$ cat src/rtl/rcv_pkg.sv
package rcv_pkg;

    localparam int ADDR_BITS  = 4;
    localparam int CMD_BITS   = 6;
    localparam int FRAME_BITS = ADDR_BITS + CMD_BITS + 1;

    typedef enum logic [1:0] {
        ST_HUNT,
        ST_MEASURE,
        ST_BITS,
        ST_STOP
    } rx_state_e;

    typedef enum logic [1:0] {
        GAP_NONE,
        GAP_ONE,
        GAP_TWO,
        GAP_THREE
    } gap_class_e;

    typedef struct packed {
        logic [ADDR_BITS-1:0] addr;
        logic [CMD_BITS-1:0]  cmd;
        logic                 par;
    } frame_t;

    function automatic logic parity_even(input frame_t f);
        return (^f) == 1'b0;
    endfunction

endpackage

$ cat src/rtl/rcv_gap_counter.sv
module rcv_gap_counter #(
    parameter int CNT_W = 8
) (
    input  logic             clk,
    input  logic             rst,
    input  logic             pulse,
    output logic [CNT_W-1:0] gap
);
    localparam logic [CNT_W-1:0] GAP_SAT = '1;

    logic [CNT_W-1:0] gap_q;

    always_ff @(posedge clk) begin
        if (rst) begin
            gap_q <= GAP_SAT;
        end else if (pulse) begin
            gap_q <= CNT_W'(1);
        end else if (gap_q != GAP_SAT) begin
            gap_q <= gap_q + CNT_W'(1);
        end
    end

    assign gap = gap_q;

endmodule

$ cat src/rtl/rcv_gap_classifier.sv
module rcv_gap_classifier
    import rcv_pkg::*;
#(
    parameter int CNT_W = 8
) (
    input  logic [CNT_W-1:0] t_unit,
    input  logic [CNT_W-1:0] gap,
    output gap_class_e       cls,
    output logic [2:0]       late
);
    localparam int WIN_W = CNT_W + 2;

    logic [WIN_W-1:0] t_w;
    logic [WIN_W-1:0] tol_w;
    logic [WIN_W-1:0] gap_w;
    logic [2:0]       hit;

    assign t_w   = {2'b00, t_unit};
    assign tol_w = t_w >> 2;
    assign gap_w = {2'b00, gap};

    for (genvar k = 0; k < 3; k++) begin : g_win
        logic [WIN_W-1:0] centre;
        logic [WIN_W-1:0] lo;
        logic [WIN_W-1:0] hi;
        assign centre = t_w * WIN_W'(k + 1);
        assign lo     = centre - tol_w;
        assign hi     = centre + tol_w;
        assign hit[k]  = (gap_w >= lo) && (gap_w <= hi);
        assign late[k] = gap_w > hi;
    end

    always_comb begin
        if (hit[0])      cls = GAP_ONE;
        else if (hit[1]) cls = GAP_TWO;
        else if (hit[2]) cls = GAP_THREE;
        else             cls = GAP_NONE;
    end

endmodule

$ cat src/rtl/rcv_frame_fsm.sv
module rcv_frame_fsm
    import rcv_pkg::*;
#(
    parameter int CNT_W = 8,
    parameter int T_MIN = 8,
    parameter int T_MAX = 32,
    parameter int ADDR  = 9
) (
    input  logic                clk,
    input  logic                rst,
    input  logic                pulse,
    input  logic [CNT_W-1:0]    gap,
    input  gap_class_e          cls,
    input  logic [2:0]          late,
    output logic [CNT_W-1:0]    t_unit,
    output rx_state_e           state,
    output logic                ok_cmd,
    output logic                ok_eot,
    output logic                cmd_valid_q,
    output logic                eot_code_q,
    output logic [CMD_BITS-1:0] cmd_q
);
    localparam int NB_W = $clog2(FRAME_BITS + 1);
    localparam logic [CNT_W-1:0]     T_LO      = CNT_W'(T_MIN);
    localparam logic [CNT_W-1:0]     T_HI      = CNT_W'(T_MAX);
    localparam logic [ADDR_BITS-1:0] ADDR_C    = ADDR_BITS'(ADDR);
    localparam logic [NB_W-1:0]      LAST_BIT  = NB_W'(FRAME_BITS - 1);

    rx_state_e             state_q, state_d;
    logic [CNT_W-1:0]      t_q, t_d;
    logic [FRAME_BITS-1:0] sh_q, sh_d;
    logic [NB_W-1:0]       nb_q, nb_d;
    frame_t                frm;

    assign frm = frame_t'(sh_q);

    always_comb begin
        state_d = state_q;
        t_d     = t_q;
        sh_d    = sh_q;
        nb_d    = nb_q;
        ok_cmd  = 1'b0;
        ok_eot  = 1'b0;
        unique case (state_q)
            ST_HUNT: begin
                if (pulse) state_d = ST_MEASURE;
            end
            ST_MEASURE: begin
                if (pulse) begin
                    if (gap >= T_LO && gap <= T_HI) begin
                        t_d     = gap;
                        nb_d    = '0;
                        state_d = ST_BITS;
                    end else begin
                        state_d = ST_HUNT;
                    end
                end else if (gap > T_HI) begin
                    state_d = ST_HUNT;
                end
            end
            ST_BITS: begin
                if (pulse) begin
                    if (cls == GAP_ONE || cls == GAP_TWO) begin
                        sh_d = {sh_q[FRAME_BITS-2:0], (cls == GAP_TWO)};
                        nb_d = nb_q + NB_W'(1);
                        if (nb_q == LAST_BIT) state_d = ST_STOP;
                    end else begin
                        state_d = ST_HUNT;
                    end
                end else if (late[1]) begin
                    state_d = ST_HUNT;
                end
            end
            ST_STOP: begin
                if (pulse) begin
                    state_d = ST_HUNT;
                    if (cls == GAP_THREE && frm.addr == ADDR_C && parity_even(frm)) begin
                        if (frm.cmd == '0) ok_eot = 1'b1;
                        else               ok_cmd = 1'b1;
                    end
                end else if (late[2]) begin
                    state_d = ST_HUNT;
                end
            end
        endcase
    end

    always_ff @(posedge clk) begin
        if (rst) begin
            state_q     <= ST_HUNT;
            t_q         <= T_LO;
            sh_q        <= '0;
            nb_q        <= '0;
            cmd_valid_q <= 1'b0;
            eot_code_q  <= 1'b0;
            cmd_q       <= '0;
        end else begin
            state_q     <= state_d;
            t_q         <= t_d;
            sh_q        <= sh_d;
            nb_q        <= nb_d;
            cmd_valid_q <= ok_cmd;
            eot_code_q  <= ok_eot;
            if (ok_cmd) cmd_q <= frm.cmd;
        end
    end

    assign t_unit = t_q;
    assign state  = state_q;

endmodule

$ cat src/rtl/rcv_eot_timer.sv
module rcv_eot_timer #(
    parameter int EOT_CYCLES = 275000
) (
    input  logic clk,
    input  logic rst,
    input  logic ok_cmd,
    input  logic ok_eot,
    output logic eot_to
);
    localparam int EW = $clog2(EOT_CYCLES + 1);
    localparam logic [EW-1:0] LIMIT = EW'(EOT_CYCLES);

    logic          armed_q;
    logic [EW-1:0] cnt_q;
    logic          to_q;

    always_ff @(posedge clk) begin
        if (rst) begin
            armed_q <= 1'b0;
            cnt_q   <= '0;
            to_q    <= 1'b0;
        end else begin
            to_q <= 1'b0;
            if (ok_cmd) begin
                armed_q <= 1'b1;
                cnt_q   <= EW'(1);
            end else if (ok_eot) begin
                armed_q <= 1'b0;
            end else if (armed_q) begin
                if (cnt_q == LIMIT) begin
                    to_q    <= 1'b1;
                    armed_q <= 1'b0;
                end else begin
                    cnt_q <= cnt_q + EW'(1);
                end
            end
        end
    end

    assign eot_to = to_q;

endmodule

$ cat src/rtl/rcv_frame_validator.sv
module rcv_frame_validator
    import rcv_pkg::*;
#(
    parameter int T_MIN      = 64,
    parameter int T_MAX      = 512,
    parameter int ADDR       = 9,
    parameter int EOT_CYCLES = 275000
) (
    input  logic                clk,
    input  logic                rst,
    input  logic                pulse_in,
    output logic [CMD_BITS-1:0] cmd_out,
    output logic                cmd_valid,
    output logic                eot
);
    localparam int CNT_W = $clog2(3 * T_MAX + T_MAX / 4 + 2);

    logic [CNT_W-1:0] gap;
    logic [CNT_W-1:0] t_unit;
    gap_class_e       cls;
    logic [2:0]       late;
    rx_state_e        state;
    logic             ok_cmd;
    logic             ok_eot;
    logic             eot_code;
    logic             eot_to;
    logic             in_frame;

    rcv_gap_counter #(.CNT_W(CNT_W)) gap_i (
        .clk   (clk),
        .rst   (rst),
        .pulse (pulse_in),
        .gap   (gap)
    );

    rcv_gap_classifier #(.CNT_W(CNT_W)) cls_i (
        .t_unit (t_unit),
        .gap    (gap),
        .cls    (cls),
        .late   (late)
    );

    rcv_frame_fsm #(
        .CNT_W (CNT_W),
        .T_MIN (T_MIN),
        .T_MAX (T_MAX),
        .ADDR  (ADDR)
    ) fsm_i (
        .clk         (clk),
        .rst         (rst),
        .pulse       (pulse_in),
        .gap         (gap),
        .cls         (cls),
        .late        (late),
        .t_unit      (t_unit),
        .state       (state),
        .ok_cmd      (ok_cmd),
        .ok_eot      (ok_eot),
        .cmd_valid_q (cmd_valid),
        .eot_code_q  (eot_code),
        .cmd_q       (cmd_out)
    );

    rcv_eot_timer #(.EOT_CYCLES(EOT_CYCLES)) eot_i (
        .clk    (clk),
        .rst    (rst),
        .ok_cmd (ok_cmd),
        .ok_eot (ok_eot),
        .eot_to (eot_to)
    );

    assign in_frame = (state == ST_BITS) || (state == ST_STOP);
    assign eot      = eot_code | eot_to;

endmodule

$ cat config.mk
export PLATFORM = sky130hd
export DESIGN_NAME = rcv_frame_validator
export DESIGN_NICKNAME = d
export VERILOG_FILES = /design/src/rtl/rcv_pkg.sv /design/src/rtl/rcv_gap_counter.sv /design/src/rtl/rcv_gap_classifier.sv /design/src/rtl/rcv_frame_fsm.sv /design/src/rtl/rcv_eot_timer.sv /design/src/rtl/rcv_frame_validator.sv
export SDC_FILE = /design/constraint.sdc
export NUM_CORES = 1
export LEC_CHECK = 0
export BUFFER_PORTS_ARGS = -buffer_cell sky130_fd_sc_hd__buf_4
export CORE_MARGIN = 8
export CORE_UTILIZATION = 55
export DETAILED_ROUTE_END_ITERATION = 7
export GPL_TIMING_DRIVEN = 0
export PLACE_DENSITY = 0.71
export SYNTH_ARGS = -nofsm -noshare
export SYNTH_HDL_FRONTEND = slang
export SYNTH_SLANG_ARGS = --single-unit
$ cat constraint.sdc
create_clock -name clk -period 7.02 [get_ports clk]
set_input_delay 2.106 -clock clk [delete_from_list [all_inputs] [get_ports clk]]
set_output_delay 2.106 -clock clk [all_outputs]
set_load 0.1 [all_outputs]
; ---- After elaboration in Yosys (flattened, before gate mapping)
; Cells that the tools add are included.
[totals]
register_bits = 68
latchBits = 0
ramBits = 0
mem_bits_ro = 0
inputBits = 3
output_inout_bits = 8
elab_cells = 120
mem_count = 0
[classes]
addsub = 9
n_mul = 1
div = 0
magnitude_cmp = 11
n_eq_ne = 21
shifts = 0
muxes = 38
n_bitwise = 5
reduce_logical = 22
[ops]
columns = operator, n
row1 = $ge 11x13->1, 3
row2 = $le 11x13->1, 3
row3 = $gt 11x13->1, 2
row4 = $mux 2, 13
row5 = $mux 11, 2
row6 = $add 19x1->19 const B, 1
row7 = $eq 19x19->1 const B, 1
row8 = $mux 1, 17
row9 = $mux 4, 4
row10 = $add 12x9->13, 1
row11 = $add 13x9->13, 1
row12 = $mul 11x2->13 const B, 1
row13 = $sub 12x9->13, 1
row14 = $sub 13x9->13, 1
row15 = $add 11x9->12, 1
row16 = $reduce_and 3->1, 4
row17 = $sub 11x9->12, 1
row18 = $add 11x1->11 const B, 1
row19 = $ge 11x7->1 const B, 1
row20 = $gt 11x10->1 const B, 1
row21 = $le 11x10->1 const B, 1
row22 = $ne 11x11->1 const B, 1
row23 = $reduce_xor 11->1, 1
row24 = $reduce_and 5->1, 2
row25 = 19 further kinds, 42

; ---- Longest topological paths before layout
[depth]
depth_word = 15
mapped_depth = 30
mapped_depth_nobuf = 29

; ---- Modules after synthesis
; Synthesis repeated with hierarchy kept, for this count alone.
[hier_totals]
cells_unflattened = 959
area_unflattened_um2 = 7753.7
[by_module_without_submodules]
columns = module, n_inst, cells_each, area_each_um2, seq_area_each_um2
row1 = rcv_gap_classifier, 1, 562, 4311.6, 0.0
row2 = rcv_frame_fsm, 1, 191, 1651.6, 720.7
row3 = rcv_eot_timer, 1, 137, 1172.4, 420.4
row4 = rcv_gap_counter, 1, 68, 611.8, 220.2
row5 = rcv_frame_validator, 1, 1, 6.3, 0.0

; ---- Worst setup path after synthesis
; Ideal clock, no wire load.
[synth_path]
kind = register -> register
start = reg fsm_i.t_q[1] (netlist: fsm_i.t_unit[1])
end = reg eot_i.cnt_q[13]
setup_ns = 0.115
t_arrival_ns = 6.110
required_ns = 6.905
setup_slack_ns = 0.795
path_stages_with_launch = 28
n_path_buf = 2
synth_period_minus_slack_ns = 6.225
cell_sequence = dfxtp_1 ha_1 inv_1 fa_1 nor2b_4 o21a_1 nor2_1 xnor2_1 ha_1 and3_1 a221o_1 o41ai_1 or2_2 nand4_1 xor2_1 ha_1 o211ai_1 o21ai_0 o21ai_0 o31ai_1 ha_1 or4bb_1 or3_1 nand2b_1 buf_2 nand2_1 buf_4 nor2_1
[synth_via]
elab_chain_len = 15
word_cells_on_any_way = 31
classes_between = 6 x add/sub / 1 x mul / 6 x order compare / 1 x eq/ne / 9 x mux / 1 x bitwise / 7 x reduce/logical
[synth_rtl]
columns = item, line_no
row1 = start: declaration, rcv_frame_fsm.sv:30  ; logic [CNT_W-1:0] t_q, t_d;
row2 = start signal: assignment, rcv_frame_fsm.sv:99  ; t_q <= t_d;
row3 = $mul 11x2->13, rcv_gap_classifier.sv:26  ; assign centre = t_w * WIN_W'(k + 1);
row4 = $sub 13x9->13 / $add 13x9->13 (equally long branches), "rcv_gap_classifier.sv:27, rcv_gap_classifier.sv:28"
row5 = $ge 11x13->1 / $le 11x13->1 (equally long branches), rcv_gap_classifier.sv:29  ; assign hit[k] = (gap_w >= lo) && (gap_w <= hi);
row6 = $logic_and 1x1->1, rcv_gap_classifier.sv:29
row7 = $mux 2, rcv_gap_classifier.sv:36  ; else if (hit[2]) cls = GAP_THREE;
row8 = $mux 2, rcv_gap_classifier.sv:35  ; else if (hit[1]) cls = GAP_TWO;
row9 = $mux 2 *, rcv_gap_classifier.sv:34  ; if (hit[0]) cls = GAP_ONE;
row10 = $eq 2x2->1 *, rcv_frame_fsm.sv:77  ; if (cls == GAP_THREE && frm.addr == ADDR_C && parity_even(frm)) begin
row11 = $logic_and 1x1->1 * (2 in a row), rcv_frame_fsm.sv:77
row12 = $mux 1, rcv_frame_fsm.sv:77
row13 = $mux 1, rcv_frame_fsm.sv:75  ; if (pulse) begin
row14 = $mux 1, rcv_frame_fsm.sv:44  ; unique case (state_q)
row15 = $not 1->1 (no line), -
row16 = $reduce_and 3->1 (no line), -
row17 = end signal: assignment, rcv_eot_timer.sv:34  ; cnt_q <= cnt_q + EW'(1);
row18 = end: declaration, rcv_eot_timer.sv:14  ; logic [EW-1:0] cnt_q;
; Mark *: on every way between the ends. The rest lies on a longest branch, timed or not.
; A chain may end at the register's enable or synchronous reset.

; ---- Final worst setup path
[layout_path]
start = reg fsm_i.t_q[1] (netlist: fsm_i.t_unit[1])
end = reg eot_i.cnt_q[7]
; The elaborated chain is that of the path after synthesis.

==> results.tsv <==
metric	value	unit
status	finished clean	
synth_nets	1073	
final_hold_viol_count	0	
grt_max_degree	14	
worstHoldPathType	reg -> reg	
antenna_found_initial	0	
synth_warnings	0	
drive_gt1_frac	0.06918	
viasPerCell	5.920	
die_h	132.7	um
post-cts-setup-buffers	0	
crit_type	reg -> reg	
route.detailed.drc	0	
port_buffers	9	
powerDensity	137.9	mW/mm2
grt_pass1_wl	31640	um
hold_path_depth	2	
period_share	0.9412	
track_usage	0.2177	
async_flop_share	0	
cp.arrival	6.84	ns
max_clock_freq	151.4	MHz
area_delta_synth_final	8.839	%
dpl.cell_count	1114	
cts_buffers	9	
row_count	42	
cts_buffer_depth	2	
worstPathRequired	7.25	ns
die_area	0.01761	mm2
gp_congestion	0.8927	
synth_area_per_cell	8.061	um2
synth_edf_count	0	
synth_ff_type	dfxtp_1	
io-pin-count	11	
start_util	0.5632	
fin_cells	1130	
htreeDepth	3	
yosys.cell_types.count	73	
max-vdd-ir-drop	0.1727	mV
maxCapViolCount	0	
nets	1093	
final_cell_mix	ha_1, nor2_1, xnor2_1	
antenna_left	0	
placeableCoreArea	0.01330	mm2
slew-limit-headroom	0.08394	
r2r_slack	0.41	ns
fin_setup_tns	0	ns
slew_violations	0	
p_leak	3.495	nW
yosysSeqAreaShare	0.1818	
syn_area	0.007488	mm2
cts_root_buf	clkbuf_16	
vias	6690	
ys_ff_latch	68	
worst_pin_slew	1.371	ns
grt-ovfl-total	0	
final_common_cell	ha_1	
finalClockSkew	0.007961	ns
totalWireLength	18960	um
tritoncts	done	
drt_iter0_markers	332	
die_w	132.7	um
clock_sinks	68	
start_kind	flip-flop	
clkTransAtPathRegs	0.06	ns
setup_viol_count_final	0	
routedWlPerCell	16.77	um
period_needed	6.607	ns
critPathMaxFanout	11	
worstSetupEndpointType	flip-flop	
netlist_instances	929	
detail_route.first_pass.iterations	5	
clk_latency	0.34	ns
hpwl	14570	um
r2r_cells	27	
diodes	0	
grt_pass1_vias	6500	
fill_cells	1211	
-- path summary, 6_finish.rpt --
check | start | endpoint
min | fsm_i.frm[8] | fsm_i.frm[9]
max reg2reg | fsm_i.t_unit[1] | eot_i.cnt_q[7]
min reg2reg | fsm_i.frm[8] | fsm_i.frm[9]
max | fsm_i.t_unit[1] | eot_i.cnt_q[7]
-- metrics by stage --
step | total power, mW | worst slack (ns) | hold slack [ns] | instance area [um2] | utilization
2_1_floorplan | 0.6045 | 0.7951 | 0.4407 | 7488 | -
3_3_place_gp | 0.6657 | -0.5270 | 0.4572 | 7776 | 0.5849
3_5_place_dp | 0.6700 | -0.5918 | 0.4621 | 7776 | 0.5849
4_1_cts | 1.130 | 0.01478 | 0.4735 | 8092 | 0.6086
5_1_grt | 1.189 | -0.006914 | 0.5023 | 8150 | 0.6130
6_report | 1.124 | 0.4130 | 0.4722 | 8150 | 0.6130
-- registers in the layout (all words and copies together), names as in the netlist --
signal and flops:
fsm_i.cmd_valid_q 1, eot_i.armed_q 1, eot_i.eot_to 1, fsm_i.nb_q 4
eot_i.cnt_q 19, gap_i.gap 11, fsm_i.frm 11, fsm_i.cmd_q 6
fsm_i.state 2, fsm_i.eot_code_q 1, fsm_i.t_unit 11
-- Yosys cell counts, types with 4 or more instances --
cell,instances,area share
mux2i_1,16,0.021
nor3_1,25,0.017
o41ai_1,4,0.0047
or2_2,8,0.0067
o2111ai_1,4,0.0047
nor2_1,92,0.046
a21o_1,15,0.015
a31oi_1,8,0.0067
o21a_1,11,0.011
ha_1,134,0.22
inv_1,56,0.028
dfxtp_1,68,0.18
o31ai_1,6,0.0060
nand3_1,22,0.015
nor4_1,5,0.0042
or3_1,6,0.0050
nand2b_1,12,0.010
clkbuf_1,24,0.012
nor2b_1,20,0.017
nand4_1,22,0.018
a21oi_1,60,0.040
o211ai_1,9,0.0090
nand2_1,60,0.030
o21ai_0,44,0.029
and3_1,18,0.015
buf_2,4,0.0027
o31a_1,4,0.0047
xor2_1,23,0.027
o21bai_1,4,0.0040
fa_1,7,0.019
a211oi_1,10,0.010
xnor2_1,69,0.081
-- repair_timing --
item / in CTS / in global routing
hold buffers: 0 / 0
setup endpoints to repair: 28 / 38
hold endpoints to repair: 0 / 0
resized for setup: 6 / 17
-- cell families after synthesis --
kind of cell,Yosys count,synth area share
multiplexers,16,0.02139
AO/OA/AOI/OAI,215,0.1916
flip-flops,68,0.1818
adder cells (fa/ha/maj),141,0.2426
buffers and inverters,87,0.04528
AND/OR/NAND/NOR,309,0.2067
XOR/XNOR,93,0.1106
-- critical path, stage by stage (launching register included) --
cell and delay [ns]:
dfxtp_4 0.45, ha_1 0.24, inv_1 0.07, fa_1 0.45
nor2b_4 0.16, o21a_1 0.12, nor2_1 0.05, xnor2_1 0.20
ha_1 0.35, and3_1 0.21, a221o_1 0.37, o41ai_2 0.37
or2_2 0.20, nand4_1 0.11, xor2_1 0.17, ha_1 0.30
o211ai_1 0.09, o21ai_0 0.19, o21ai_1 0.18, o31ai_1 0.31
ha_1 0.20, or4bb_1 0.53, or3_1 0.40, nand2b_1 0.15
buf_2 0.21, nand2_4 0.16, buf_4 0.19, nor2_1 0.06
-- final cells by class --
class	instances	area (um2)	share of cell area
multi-input cells	774	5844	0.7171
repair buffers	9	67.56	0.008290
clock inverters	7	76.32	0.009364
well taps	176	220.2	0.02702
plain buffers	31	128.9	0.01581
inverters	56	210.2	0.02579
clock buffers	9	225.2	0.02763
flip-flops and latches	68	1378	0.1690
-- routing by layer --
metal	part of all wire	GRT usage
met5	0	0
met4	0.021	0.07571
met3	0.036	0.03255
met2	0.47	0.3667
met1	0.47	0.2765
-- report_power, final --
part           leakage, nW  internal [mW]  switching [mW]
combinational         2.80          0.109           0.135
sequential           0.555          0.392          0.0313
clock                0.142          0.276           0.180
total                 3.49          0.777           0.347
(Power assumes the default switching activity.)
